--- config.mk ---
export PLATFORM = sky130hd
export DESIGN_NAME = uart_dma_req_gen
export DESIGN_NICKNAME = d
export VERILOG_FILES = /design/src/rtl/uart_dma_req_pkg.sv /design/src/rtl/uart_dma_rx_req.sv /design/src/rtl/uart_dma_tx_req.sv /design/src/rtl/uart_dma_req_gen.sv
export SDC_FILE = /design/constraint.sdc
export NUM_CORES = 1
export LEC_CHECK = 0
export ABC_AREA = 1
export CORE_AREA = 2 2 39 41
export DETAILED_ROUTE_END_ITERATION = 16
export DIE_AREA = 0 0 41 43
export HOLD_SLACK_MARGIN = 0.06
export MAX_ROUTING_LAYER = met4
export PLACE_DENSITY = 0.42
export SYNTH_ARGS = -nofsm -noshare
export SYNTH_HDL_FRONTEND = slang
export SYNTH_SLANG_ARGS = --single-unit
--- constraint.sdc ---
create_clock -name clk -period 1.1 [get_ports clk]
set_input_delay 0.11 -clock clk [delete_from_list [all_inputs] [get_ports clk]]
set_output_delay 0.11 -clock clk [all_outputs]
set_load 0.05 [all_outputs]
--- src/rtl/uart_dma_req_pkg.sv ---
package uart_dma_req_pkg;

    typedef struct packed {
        logic req;
    } rx_state_t;

    typedef struct packed {
        logic req;
        logic full_prev;
    } tx_state_t;

endpackage

--- src/rtl/uart_dma_rx_req.sv ---
module uart_dma_rx_req
    import uart_dma_req_pkg::*;
#(
    parameter int LVL_W = 5,
    parameter int TRIG0 = 1,
    parameter int TRIG1 = 4,
    parameter int TRIG2 = 8,
    parameter int TRIG3 = 14
) (
    input  logic             clk,
    input  logic             rst_n,
    input  logic             enable,
    input  logic [LVL_W-1:0] fill,
    input  logic [1:0]       trig_sel,
    input  logic             char_tmo,
    input  logic             clr,
    output logic             req
);

    logic [LVL_W-1:0] thresh;
    logic             hit;
    rx_state_t        st_d, st_q;

    always_comb begin
        case (trig_sel)
            2'd0:    thresh = LVL_W'(TRIG0);
            2'd1:    thresh = LVL_W'(TRIG1);
            2'd2:    thresh = LVL_W'(TRIG2);
            default: thresh = LVL_W'(TRIG3);
        endcase
    end

    always_comb begin
        hit  = (fill >= thresh) || char_tmo;
        st_d = st_q;
        if (!enable) begin
            st_d.req = 1'b0;
        end else if (hit) begin
            st_d.req = 1'b1;
        end else if (clr) begin
            st_d.req = 1'b0;
        end
    end

    always_ff @(posedge clk or negedge rst_n) begin
        if (!rst_n) begin
            st_q <= '0;
        end else begin
            st_q <= st_d;
        end
    end

    assign req = st_q.req;

endmodule

--- src/rtl/uart_dma_tx_req.sv ---
module uart_dma_tx_req
    import uart_dma_req_pkg::*;
(
    input  logic clk,
    input  logic rst_n,
    input  logic enable,
    input  logic full,
    input  logic clr,
    output logic req
);

    logic      drained;
    tx_state_t st_d, st_q;

    always_comb begin
        drained      = st_q.full_prev && !full;
        st_d         = st_q;
        st_d.full_prev = full;
        if (!enable) begin
            st_d.req = 1'b0;
        end else if (drained) begin
            st_d.req = 1'b1;
        end else if (clr) begin
            st_d.req = 1'b0;
        end
    end

    always_ff @(posedge clk or negedge rst_n) begin
        if (!rst_n) begin
            st_q <= '0;
        end else begin
            st_q <= st_d;
        end
    end

    assign req = st_q.req;

endmodule

--- src/rtl/uart_dma_req_gen.sv ---
module uart_dma_req_gen #(
    parameter int FIFO_DEPTH = 16,
    parameter int TRIG0      = 1,
    parameter int TRIG1      = 4,
    parameter int TRIG2      = 8,
    parameter int TRIG3      = 14,
    localparam int LVL_W     = $clog2(FIFO_DEPTH + 1)
) (
    input  logic             clk,
    input  logic             rst_n,
    input  logic             dma_mode,
    input  logic [LVL_W-1:0] rx_fill,
    input  logic [1:0]       rx_trig_sel,
    input  logic             rx_char_tmo,
    input  logic             rx_clr,
    input  logic             tx_full,
    input  logic             tx_clr,
    output logic             rx_dma_req,
    output logic             tx_dma_req
);

    uart_dma_rx_req #(
        .LVL_W (LVL_W),
        .TRIG0 (TRIG0),
        .TRIG1 (TRIG1),
        .TRIG2 (TRIG2),
        .TRIG3 (TRIG3)
    ) u_rx (
        .clk      (clk),
        .rst_n    (rst_n),
        .enable   (dma_mode),
        .fill     (rx_fill),
        .trig_sel (rx_trig_sel),
        .char_tmo (rx_char_tmo),
        .clr      (rx_clr),
        .req      (rx_dma_req)
    );

    uart_dma_tx_req u_tx (
        .clk    (clk),
        .rst_n  (rst_n),
        .enable (dma_mode),
        .full   (tx_full),
        .clr    (tx_clr),
        .req    (tx_dma_req)
    );

endmodule

==> flow_summary.toml <==
[cts]
clockBufferDepth = 2
cts-buffers-inserted = 3
ctsHoldBuffers = 0
cts_htree_levels = 1
worstSkewPairLatency_ns = 0.23
cts.sinks = 3
root_buffer = "clkbuf_4"
clk_pin_slew_worst_paths_ns = 0.04
cts_tree = "yes"

[timing]
post-route-period-util_pct = 92.7
max_freq_mhz = 981
rsz0062_at_grt = "false"
whs_ns = 0.0672
worst_slew_pin_slew_ns = 0.236
max_slew_margin_pct = 84.1
setup_viol = 0
fin_ws_ns = 0.0802
slew_viol_final = 0
fin_skew_ns = 0.0000220
fin_crit_ns = 1.02
hold_viol_final = 0

[placement]
dpl.cell_count = 62
port_buffers = 15
dp_hpwl_um = 375
place_area_um2 = 410
pre_cts_slack_ns = -0.367
gp_congestion = 0.644

[critical_path]
critical_path_arrival_ns = 1.12
critical_path.slowest_cell = "clkdlybuf4s50_1"
path_common_cell = "nand2_1"
critPathKind = "input pin to flop"
cp-end-kind = "flop"
critical-path-top-delay-family = "buffers and inverters"
slowest_delay_ns = 0.40
endpoint = "u_rx.req"
worstPathMaxFanout = 1
r2r_start = "u_rx.req"
crit_start = "rx_fill[1]"
reg2reg_depth = 4
r2r_slack_ns = 0.21
path_cells = "clkdlybuf4s50_1, ha_1, nand2_1, nand2_1, nand2_1, nand2_1, nand2_1, a21oi_1"
r2r-end = "u_rx.req"
start_kind = "input pin"
crit_cells = 8
crit_required_ns = 1.20
crit_buf_inv = 1

[detailed_routing]
drc = 0
final_antenna_net_count = 0
post_drt_wl_per_cell_um = 6.38
drt-pass1-iter-count = 1
routed_wl_um = 421
vias = 226
drtIter0Drc = 0
via_per_inst = 3.42

[job]
cap_violations = 0

[finish]
fin_cells = 66
area.growth.synth_to_final_pct = 95.5
fin_nets = 69
n_antenna_cell = 0
drive_above_1_share_pct = 12.0
fin_area_um2 = 430
mostFrequentLayoutCells = "inv_1 (10), clkdlybuf4s50_1 (10), nand2_1 (9)"
fin_util_pct = 31.1

[global_route]
grt_max_degree = 4
grt-ovfl-total = 0
grt_pass1_wl_um = 717
antenna_found_initial = 0
grt_usage_pct = 6.07
grt_pass1_vias = 208

[yosys]
synth_top_area_cell = "dfrtp_1"
synthDistinctLibCells = 7
netlist.area_leader.share_pct = 34.1
yosysWarnings = 0
yosys_register_bits = 3
ys_top_cells_by_area = "dfrtp_1 (34%), ha_1 (23%), inv_1 (17%), nand2_1 (15%), a21oi_1 (4.5%)"
seq_area_frac_synth_pct = 34.1
syn_area_per_cell_um2 = 7.10
netlist_instances = 31
synth_nets = 49
syn_area_um2 = 220

[floorplanning]
die_area_mm2 = 0.00176
die_w_um = 41
fp-row-count = 14
initial_utilization_pct = 15.9
coreArea_mm2 = 0.00138
pin_count = 16
die_h_um = 43

[power]
power.leakage_nw = 0.232
switching_share_pct = 24.7
internal-power_uw = 323
ir_drop_v = 0.000303
powerDensity_mw_per_mm2 = 996
p_comb_share_pct = 27.4
p_seq_share_pct = 28.5
switching_power_uw = 106
clkPwrFrac_pct = 44.0

[status]
status = "finished, final reports clean"

[worst_hold_path]
hold_path_class = "input pin to asynchronous set/reset pin"
-- cell usage after synthesis --
cell type  instances
nand2_1            9
a21oi_1            2
nor2_1             2
nor4_1             1
inv_1             10
ha_1               4
dfrtp_1            3
-- area by class of cell --
cell class / count / area [um2]
Timing Repair Buffer: 15 / 164
Sequential cell: 3 / 75.1
Clock buffer: 4 / 26.3
Tap cell: 16 / 20.0
Multi-Input combinational cell: 18 / 108
Inverter: 10 / 37.5
Fill cell: 154 / 953
-- worst min-delay path by stage --
stage | start | to | slack, ns | cells after the start
5_1_grt | rst_n | u_tx.req | 0.07 | 1
6_report | rst_n | u_tx.req | 0.07 | 1
4_1_cts | rst_n | u_tx.req | 0.07 | 1
3_3_place_gp | rst_n | u_tx.req | 0.31 | 1
3_5_place_dp | rst_n | u_tx.req | 0.31 | 1
2_1_floorplan | rst_n | u_rx.req | -0.19 | 0
-- cells by family (layout without fill, tap and decap cells) --
group	count (synthesis)	count (layout)	share of synthesized area, %
flip-flops	3	3	34.1
buffers and inverters	10	29	17.0
adder cells (fa/ha/maj)	4	4	22.7
AND/OR/NAND/NOR	12	12	21.6
AO/OA/AOI/OAI	2	2	4.55
-- layer usage --
layer	global-route usage, %	wire length [um]	part of all wire, %
met5	-	0	0
met1	7.40	190	45
met4	2.00	0	0
met2	8.44	195	46
met3	3.14	35	8.3
-- timing repair --
action / in CTS / in global routing
setup endpoints to repair: 1 / 1
resized for setup: 3 / 3
pin swaps: 7 / 2
buffers inserted: 0 / 0
-- power groups by stage --
stage / Clock (mW) / Combinational [mW] / Sequential [mW]
after floorplan: 0 / 0.0327 / 0.138
after global placement: 0 / 0.125 / 0.124
after detailed placement: 0 / 0.124 / 0.124
after CTS: 0.196 / 0.120 / 0.123
after global routing: 0.206 / 0.131 / 0.123
final: 0.189 / 0.118 / 0.122
-- stage by stage --
| step | TNS [ns] | total power [mW] |
|---|---|---|
| 2_1_floorplan | 0 | 0.170 |
| 3_3_place_gp | -0.348 | 0.249 |
| 3_5_place_dp | -0.367 | 0.248 |
| 4_1_cts | 0 | 0.439 |
| 5_1_grt | 0 | 0.461 |
| 6_report | 0 | 0.429 |
-- flip-flops by register name, indices dropped and copies added (netlist names) --
name	cells
u_tx.req	1
u_tx.st_q	1
u_rx.req	1
No activity file was read; power rests on OpenSTA's default activity.
